## src/rtl/xlat_pkg.sv

```systemverilog
package xlat_pkg;
  // walk controller states
  typedef enum logic [1:0] {
    ST_IDLE = 2'd0,
    ST_RD   = 2'd1,
    ST_WAIT = 2'd2
  } walk_st_t;
endpackage

```

## src/rtl/xlat_ctr.sv

```systemverilog
module xlat_ctr #(
  parameter int CNT_W = 32
) (
  input  logic             clk,
  input  logic             rst,
  input  logic             inc,
  output logic [CNT_W-1:0] count
);
  always_ff @(posedge clk) begin
    if (rst)      count <= '0;
    else if (inc) count <= count + CNT_W'(1);
  end
endmodule

```

## src/rtl/xlat_tlb.sv

```systemverilog
module xlat_tlb #(
  parameter int VPN_W   = 20,
  parameter int FRAME_W = 20,
  parameter int ENTRIES = 8
) (
  input  logic               clk,
  input  logic               rst,
  input  logic               flush,
  input  logic [VPN_W-1:0]   lk_vpn,
  output logic               lk_hit,
  output logic [FRAME_W-1:0] lk_frame,
  input  logic               wr_en,
  input  logic [VPN_W-1:0]   wr_vpn,
  input  logic [FRAME_W-1:0] wr_frame
);
  localparam int IDX_W = (ENTRIES > 1) ? $clog2(ENTRIES) : 1;

  logic [ENTRIES-1:0] vld;
  logic [ENTRIES-1:0] match;
  logic [VPN_W-1:0]   tag [ENTRIES];
  logic [FRAME_W-1:0] frm [ENTRIES];
  logic [IDX_W-1:0]   ptr;

  // parallel compare of every slot
  for (genvar g = 0; g < ENTRIES; g++) begin : g_cmp
    assign match[g] = vld[g] && (tag[g] == lk_vpn);
  end

  always_comb begin
    lk_frame = '0;
    for (int i = 0; i < ENTRIES; i++)
      if (match[i]) lk_frame = lk_frame | frm[i];
  end

  assign lk_hit = (|match) && !flush;

  always_ff @(posedge clk) begin
    if (rst) begin
      vld <= '0;
      ptr <= '0;
      for (int i = 0; i < ENTRIES; i++) begin
        tag[i] <= '0;
        frm[i] <= '0;
      end
    end else if (flush) begin
      vld <= '0;
      ptr <= '0;
    end else if (wr_en) begin
      for (int i = 0; i < ENTRIES; i++) begin
        if (ptr == IDX_W'(i)) begin
          vld[i] <= 1'b1;
          tag[i] <= wr_vpn;
          frm[i] <= wr_frame;
        end
      end
      ptr <= (ptr == IDX_W'(ENTRIES-1)) ? '0 : ptr + IDX_W'(1);
    end
  end

  AST_TLB_NO_DUP: assert property (@(posedge clk) disable iff (rst)
    $onehot0(match));
  AST_FLUSH_EMPTY: assert property (@(posedge clk) disable iff (rst)
    flush |=> ($countones(vld) == 0));
endmodule

```

## src/rtl/page_xlate.sv

```systemverilog
module page_xlate #(
  parameter int LA_W        = 32,
  parameter int PAGE_BITS   = 12,
  parameter int FRAME_W     = 20,
  parameter int PT_AW       = 32,
  parameter int TLB_ENTRIES = 8,
  parameter int CNT_W       = 32
) (
  input  logic                           clk,
  input  logic                           rst,
  input  logic                           flush,
  input  logic                           req_valid,
  input  logic [LA_W-1:0]                req_laddr,
  output logic                           req_ready,
  input  logic [PT_AW-1:0]               pt_base,
  input  logic [LA_W-PAGE_BITS:0]        pt_len,
  output logic                           mem_rd_en,
  output logic [PT_AW-1:0]               mem_rd_addr,
  input  logic [FRAME_W:0]               mem_rd_data,
  output logic                           resp_valid,
  output logic [FRAME_W+PAGE_BITS-1:0]   resp_paddr,
  output logic                           resp_hit,
  output logic                           resp_fault,
  output logic [CNT_W-1:0]               hit_count,
  output logic [CNT_W-1:0]               miss_count
);
  import xlat_pkg::*;

  localparam int VPN_W = LA_W - PAGE_BITS;
  localparam int PA_W  = FRAME_W + PAGE_BITS;

  walk_st_t               st;
  logic [VPN_W-1:0]       vpn, sv_vpn;
  logic [PAGE_BITS-1:0]   off, sv_off;
  logic                   accept, len_bad, lk_hit, pte_ok, refill;
  logic                   inc_hit, inc_miss;
  logic [FRAME_W-1:0]     lk_frame;

  assign vpn       = req_laddr[LA_W-1:PAGE_BITS];
  assign off       = req_laddr[PAGE_BITS-1:0];
  assign req_ready = (st == ST_IDLE);
  assign accept    = req_valid && req_ready;
  assign len_bad   = ({1'b0, vpn} >= pt_len);
  assign pte_ok    = mem_rd_data[FRAME_W];
  assign refill    = (st == ST_WAIT) && pte_ok;
  assign inc_hit   = accept && lk_hit;
  assign inc_miss  = (accept && !lk_hit && len_bad) || (st == ST_WAIT);

  xlat_tlb #(.VPN_W(VPN_W), .FRAME_W(FRAME_W), .ENTRIES(TLB_ENTRIES)) u_tlb (
    .clk      (clk),
    .rst      (rst),
    .flush    (flush),
    .lk_vpn   (vpn),
    .lk_hit   (lk_hit),
    .lk_frame (lk_frame),
    .wr_en    (refill),
    .wr_vpn   (sv_vpn),
    .wr_frame (mem_rd_data[FRAME_W-1:0])
  );

  xlat_ctr #(.CNT_W(CNT_W)) u_hits (
    .clk(clk), .rst(rst), .inc(inc_hit), .count(hit_count));
  xlat_ctr #(.CNT_W(CNT_W)) u_miss (
    .clk(clk), .rst(rst), .inc(inc_miss), .count(miss_count));

  always_ff @(posedge clk) begin
    if (rst) begin
      st          <= ST_IDLE;
      resp_valid  <= 1'b0;
      resp_paddr  <= '0;
      resp_hit    <= 1'b0;
      resp_fault  <= 1'b0;
      mem_rd_en   <= 1'b0;
      mem_rd_addr <= '0;
      sv_vpn      <= '0;
      sv_off      <= '0;
    end else begin
      resp_valid <= 1'b0;
      mem_rd_en  <= 1'b0;
      unique case (st)
        ST_IDLE: begin
          if (accept) begin
            if (lk_hit) begin
              resp_valid <= 1'b1;
              resp_hit   <= 1'b1;
              resp_fault <= 1'b0;
              resp_paddr <= {lk_frame, off};
            end else if (len_bad) begin
              resp_valid <= 1'b1;
              resp_hit   <= 1'b0;
              resp_fault <= 1'b1;
              resp_paddr <= '0;
            end else begin
              mem_rd_en   <= 1'b1;
              mem_rd_addr <= pt_base + PT_AW'(vpn);
              sv_vpn      <= vpn;
              sv_off      <= off;
              st          <= ST_RD;
            end
          end
        end
        ST_RD: st <= ST_WAIT;
        ST_WAIT: begin
          resp_valid <= 1'b1;
          resp_hit   <= 1'b0;
          resp_fault <= !pte_ok;
          resp_paddr <= pte_ok ? {mem_rd_data[FRAME_W-1:0], sv_off} : PA_W'(0);
          st         <= ST_IDLE;
        end
        default: st <= ST_IDLE;
      endcase
    end
  end

  AST_HIT_NO_READ: assert property (@(posedge clk) disable iff (rst)
    (accept && lk_hit) |=> (resp_valid && resp_hit && !mem_rd_en));
  AST_READ_SINGLE: assert property (@(posedge clk) disable iff (rst)
    mem_rd_en |=> (!mem_rd_en && !req_ready));
  AST_LEN_NO_READ: assert property (@(posedge clk) disable iff (rst)
    (accept && !lk_hit && len_bad) |=> (!mem_rd_en && resp_valid && resp_fault));
  AST_FAULT_ZERO: assert property (@(posedge clk) disable iff (rst)
    (resp_valid && resp_fault) |-> (resp_paddr == '0 && !resp_hit));
  AST_HIT_COUNT: assert property (@(posedge clk) disable iff (rst)
    (resp_valid && resp_hit) |-> (hit_count == $past(hit_count) + CNT_W'(1)));
endmodule

```

## config.mk

```make
export PLATFORM = sky130hd
export DESIGN_NAME = page_xlate
export DESIGN_NICKNAME = d
export VERILOG_FILES = /design/src/rtl/xlat_pkg.sv /design/src/rtl/xlat_ctr.sv /design/src/rtl/xlat_tlb.sv /design/src/rtl/page_xlate.sv
export SDC_FILE = /design/constraint.sdc
export NUM_CORES = 1
export LEC_CHECK = 0
export BUFFER_PORTS_ARGS = -buffer_cell sky130_fd_sc_hd__buf_2
export CAP_MARGIN = 20
export CORE_UTILIZATION = 49
export CTS_CLUSTER_DIAMETER = 40
export DETAILED_ROUTE_END_ITERATION = 16
export HOLD_SLACK_MARGIN = 0.03
export PLACE_DENSITY = 0.75
export SYNTH_ARGS = -nofsm -noshare
export SYNTH_HDL_FRONTEND = slang
export SYNTH_SLANG_ARGS = --single-unit
```

## constraint.sdc

```tcl
create_clock -name clk -period 6.1 [get_ports clk]
set_input_delay 1.22 -clock clk [delete_from_list [all_inputs] [get_ports clk]]
set_output_delay 1.22 -clock clk [all_outputs]
set_load 0.05 [all_outputs]
```

# --- Word level (Yosys, flattened, before mapping) ---
# Memories as Yosys holds them, arrays and structs flattened.
# Index checks and enable logic that the tools add are counted.
op_classes:
  addsub: 4
  n_lt_le_gt_ge: 1
  eq_ne: 21
  n_mux: 89
  n_bitwise: 27
  reduce_logical: 35
op_table:
  columns: ["operator", "count"]
  rows:
  - ["$mux 20", 24]
  - ["$eq 20x20->1", 8]
  - ["$or 20x20->20", 7]
  - ["$mux 32", 4]
  - ["$add 32x1->32 const B", 2]
  - ["$pmux 32 s2", 1]
  - ["$mux 1", 52]
  - ["$add 32x20->32", 1]
  - ["$ge 20x21->1", 1]
  - ["$or 1x1->1", 16]
  - ["$reduce_and 2->1", 8]
  - ["$logic_and 1x1->1", 14]
  - ["$eq 3x3->1 const B", 4]
  - ["$reduce_or 8->1", 1]
  - ["$eq 3x2->1 const B", 2]
  - ["$mux 2", 3]
  - ["$pmux 1 s2", 3]
  - ["$reduce_and 3->1", 2]
  - ["$ne 2x2->1 const B", 2]
  - ["$not 1->1", 4]
  - ["$pmux 2 s2", 1]
  - ["$reduce_and 4->1", 1]
  - ["$reduce_or 4->1", 1]
  - ["$add 3x1->3 const B", 1]
  - ["12 further kinds", 14]
totals:
  ff_bits: 177
  ram_bits: 320
  memories: 2
mem_list:
  columns: ["name", "words", "width", "rd", "rd_clocked_by_memory_dff", "write_ports", "line", "text"]
  rows:
  - ["u_tlb.frm", 8, 20, 8, 0, 8, "xlat_tlb.sv:21", "logic [FRAME_W-1:0] frm [ENTRIES];"]
  - ["u_tlb.tag", 8, 20, 8, 0, 8, "xlat_tlb.sv:20", "logic [VPN_W-1:0] tag [ENTRIES];"]

# --- Logic depth before layout (Yosys ltp) ---
depth:
  word_depth: 20
  ltp_mapped: 13
  depth_no_buf: 11

# --- By module ---
# A second synthesis with hierarchy kept.
unflattened:
  cells_unflattened: 2239
  area_unflattened_um2: 23684.0
by_module_without_submodules:
  columns: ["mod", "n_inst", "cells_per_inst", "area_each_um2", "seq_area_each_um2"]
  rows:
  - ["xlat_tlb", 1, 1160, 14881.8, 9829.4]
  - ["page_xlate", 1, 724, 5749.3, 2042.0]
  - ["xlat_ctr at u_hits", 1, 181, 1564.0, 640.6]
  - ["xlat_ctr at u_miss", 1, 174, 1488.9, 640.6]

# --- Least setup slack after synthesis ---
# No wires, ideal clock.
synth_timing:
  path_kind: "input port to flip-flop"
  from: "input pt_len[10]"
  to: "register u_miss.count[22]"
  setup_time_ns: 0.121
  arrival_time_ns: 3.587
  setup_slack_ns: 2.393
  stages: 11
  n_path_buf: 1
  path_cell_list: "inv_1 > ha_1 > a2111oi_0 > nand2_1 > a211oi_1 > o21ai_0 > a41o_1 > a21oi_1 > clkbuf_1 > nor4_1 > mux2_2"
synth_between:
  elab_chain_cells: 3
synth_rtl:
  columns: ["element", "line", "text"]
  rows:
  - ["start: declaration", "page_xlate.sv:16", "input logic [LA_W-PAGE_BITS:0] pt_len,"]
  - ["$ge 20x21->1", "page_xlate.sv:43", "assign len_bad = ({1'b0, vpn} >= pt_len);"]
  - ["$logic_and 1x1->1", "page_xlate.sv:47", "assign inc_miss = (accept && !lk_hit && len_bad) || (st == ST_WAIT);"]
  - ["$logic_or 1x1->1", "page_xlate.sv:47", null]
  - ["end signal: assignment", "xlat_ctr.sv:11", "else if (inc) count <= count + CNT_W'(1);"]
  - ["end: declaration", "xlat_ctr.sv:7", "output logic [CNT_W-1:0] count"]
# No other way between the ends.
# A chain may end at the register's enable or synchronous reset.

# --- Worst setup path in the final report ---
layout_timing:
  from: "input req_laddr[17]"
  to: "register u_hits.count[18]"
layout_between:
  elab_chain_cells: 5
  word_cells_on_any_way: 19
layout_rtl:
  columns: ["element", "line", "text"]
  rows:
  - ["start: declaration", "page_xlate.sv:13", "input logic [LA_W-1:0] req_laddr,"]
  - ["$eq 20x20->1", "xlat_tlb.sv:26", "assign match[g] = vld[g] && (tag[g] == lk_vpn);"]
  - ["$logic_and 1x1->1", "xlat_tlb.sv:26", null]
  - ["$reduce_or 8->1 (*)", "xlat_tlb.sv:35", "assign lk_hit = (|match) && !flush;"]
  - ["$logic_and 1x1->1 (*)", "xlat_tlb.sv:35", null]
  - ["$logic_and 1x1->1 (*)", "page_xlate.sv:46", "assign inc_hit = accept && lk_hit;"]
  - ["end signal: assignment", "xlat_ctr.sv:11", null]
  - ["end: declaration", "xlat_ctr.sv:7", null]
# Mark *: on every way between the ends. The rest lies on a longest branch, timed or not.

==> impl_metrics.ini <==
[outcome]
status = complete, no violations

[synth]
syn_nets = 2437
syn_avg_cell_area_sq_um = 10.5
synth_warnings = 0
synthesis.instances = 2278
yosysTopAreaCellShare_pct = 40.0
synthTopCellsByArea = edfxtp_1 (40%), dfxtp_1 (15%), xnor2_1 (5.8%), nor2_1 (5.1%), ha_1 (2.5%)
synth_edf_count = 320
ys_ff_latch = 497
syn-cell-area_sq_um = 24000
yosys-top-cells-count = nor2_1 (325), edfxtp_1 (320), dfxtp_1 (177)
yosysMostFrequentCell = nor2_1
synth_cell_type_count = 68
yosysSeqAreaShare_pct = 54.7
yosysTopAreaCell = edfxtp_1
async_flop_share_pct = 0
synthFlopType = edfxtp_1

[floorplan]
core_area_sq_um = 48000
num_rows = 80
start_util_pct = 50.0
die_h_um = 223
die_w_um = 223
ios = 243
die_area_sq_um = 49900

[power]
powerDensity_nw_per_um2 = 310
vdd_drop_max_v = 0.000175
p_leak_nw = 10.2

[sta]
slew_headroom_pct = 28.4
period_minus_slack_ns = 4.20
finClkSkew_ns = 0.0385
tightest_slew_ns = 1.07
fmax_mhz = 238
rsz0062_at_grt = no
drv_slew = 0
finalHoldViolations = 0
setup_viol = 0
tns_ns = 0
post-route-period-util_pct = 68.9

[global_route]
grt_pass1_vias = 18700
grt_antenna_before_repair = 6
grt_overflow = 0
grt_pass1_wl_um = 108000
grt.total_usage_pct = 28.2
grt_max_degree = 193

[worst_setup_path]
cp.arrival_ns = 4.71
worstSetupPathType = in2reg
end_kind = flip-flop
worstPathRequired_ns = 6.61
path_max_fanout = 21
cp-start-kind = primary input
r2r_slack_ns = 2.49

[finish]
fin_nets = 2635
fin_area_sq_um = 28000
layout-drive-gt1-share_pct = 19.2
syn2layout_area_growth_pct = 16.4

[cts]
cts_root_buf = clkbuf_16
cts_sinks = 497
cts_tree = yes
hold_buffers = 0
cts_made_buffers = 67
post_cts_buffers = 0
ctsHtreeMaxLevel = 3
clk_latency_ns = 0.61
cts.path.max_buffers = 3
clk_pin_slew_worst_paths_ns = 0.05
cts_resized = 0

[flow_run]
maxCapViolCount = 0

[placed_design]
place_congestion = 1.04
hpwl_um = 45900
port_buffers = 242
placed_cell_area_sq_um = 25700

[route]
drt_first_pass_iters = 5
vias_per_cell = 6.15
ant_nets = 0
drt_wl_total_um = 71700
vias = 19400
drc = 0
wire_per_inst_um = 22.7
first_iter_violations = 2061

[worst_hold_path]
hp-class = reg2reg
-- cell families (layout without fill, tap and decap cells) --
family,after synthesis,count (layout),synth area share [%]
flip-flops,497,497,54.7
AND/OR/NAND/NOR,860,860,17.7
buffers and inverters,234,487,4.17
AO/OA/AOI/OAI,412,412,12.3
multiplexers,28,28,1.30
XOR/XNOR,198,198,7.22
adder cells (fa/ha/maj),49,49,2.58
other,0,7,0
-- critical path, stage by stage --
cell and delay (ns):
buf_2 0.42, xnor2_1 0.23, nand4_1 0.13, nor4_1 0.41, and4_1 0.31, buf_4 0.37
or4_1 0.30, o2111ai_1 0.53, or4_1 0.61, a21oi_1 0.17
-- placed cells by master, fill, tap and decap left out, types with 7 or more instances in the layout --
cell type / instances
nand3_1: 89
or3_1: 19
edfxtp_1: 320
and4_1: 17
a221oi_1: 20
a22oi_1: 40
nand2b_1: 47
ha_1: 48
nand4_1: 67
or2_2: 9
mux2_2: 26
a22o_1: 21
diode_2: 7
dfxtp_1: 177
nor2b_1: 32
o21ai_0: 76
or4_1: 11
clkbuf_16: 71
xor2_1: 39
clkbuf_1: 8
nor2_1: 324
a211oi_1: 30
and2_1: 7
inv_1: 85
buf_2: 241
nand2_1: 95
nor4_1: 27
buf_4: 32
a21oi_1: 114
a31o_2: 20
xnor2_1: 159
a311oi_2: 24
a311oi_1: 10
and3_1: 12
nor3b_1: 9
nor3_1: 64
inv_6: 11
o31ai_1: 9
-- layer usage --
| layer | share of wire [%] | global-route usage, % | routed length (um) | vias to the layer above |
|---|---|---|---|---|
| met2 | 47 | 46.0 | 33700 | 1081 |
| met3 | 10 | 5.73 | 7270 | 191 |
| li1 | - | - | - | 8690 |
| met5 | 0.015 | 0 | 11 | - |
| met1 | 38 | 35.4 | 27600 | 9418 |
| met4 | 4.4 | 14.8 | 3130 | 2 |
-- sequential cells by signal, summed over array words and instances (netlist names) --
register	cells
u_tlb.ptr	3
resp_valid	1
u_miss.count	32
st	2
resp_hit	1
u_tlb.tag	160
sv_vpn	20
resp_paddr	32
mem_rd_addr	32
u_tlb.frm	160
u_hits.count	32
sv_off	12
mem_rd_en	1
resp_fault	1
u_tlb.vld	8
-- power breakdown --
group | total, W | internal [W] | switching (W) | leakage (nW)
combinational | 0.000917 | 0.000275 | 0.000642 | 4.41
sequential | 0.00381 | 0.00373 | 0.0000750 | 4.70
clock | 0.00394 | 0.00239 | 0.00155 | 1.11
total | 0.00866 | 0.00639 | 0.00227 | 10.2
-- path summary, 6_finish.rpt --
| kind | startpoint | end | cells past startpoint |
|---|---|---|---|
| worst max-delay path | req_laddr[17] | u_hits.count[18] | 10 |
| worst min-delay path | sv_off[0] | resp_paddr[0] | 2 |
| worst max register to register | u_tlb.tag[1][69] | u_hits.count[18] | 9 |
| worst min register to register | sv_off[0] | resp_paddr[0] | 2 |
-- metrics by stage --
stage | hold slack [ns] | cells | total power (W) | setup WS [ns] | util [%]
5_1_grt | 0.497 | 3149 | 0.00890 | 1.59 | 58.2
2_1_floorplan | 0.441 | 2278 | 0.00450 | 2.39 | -
6_report | 0.470 | 3153 | 0.00866 | 1.90 | 58.2
3_3_place_gp | 0.459 | 3019 | 0.00474 | 1.46 | 53.4
4_1_cts | 0.473 | 3144 | 0.00868 | 2.01 | 58.1
3_5_place_dp | 0.466 | 3020 | 0.00477 | 1.42 | 53.4
-- cell type report --
class	instances	area [sq um]
diodes	7	17.5
clock buffers	83	1860
clock inverters	41	409
fillers	3900	20100
inverters	85	319
multi-input cells	1547	9920
flip-flops and latches	497	13200
well taps	615	769
repair buffers	278	1520
Note: power is estimated with default switching activity, not from simulation.
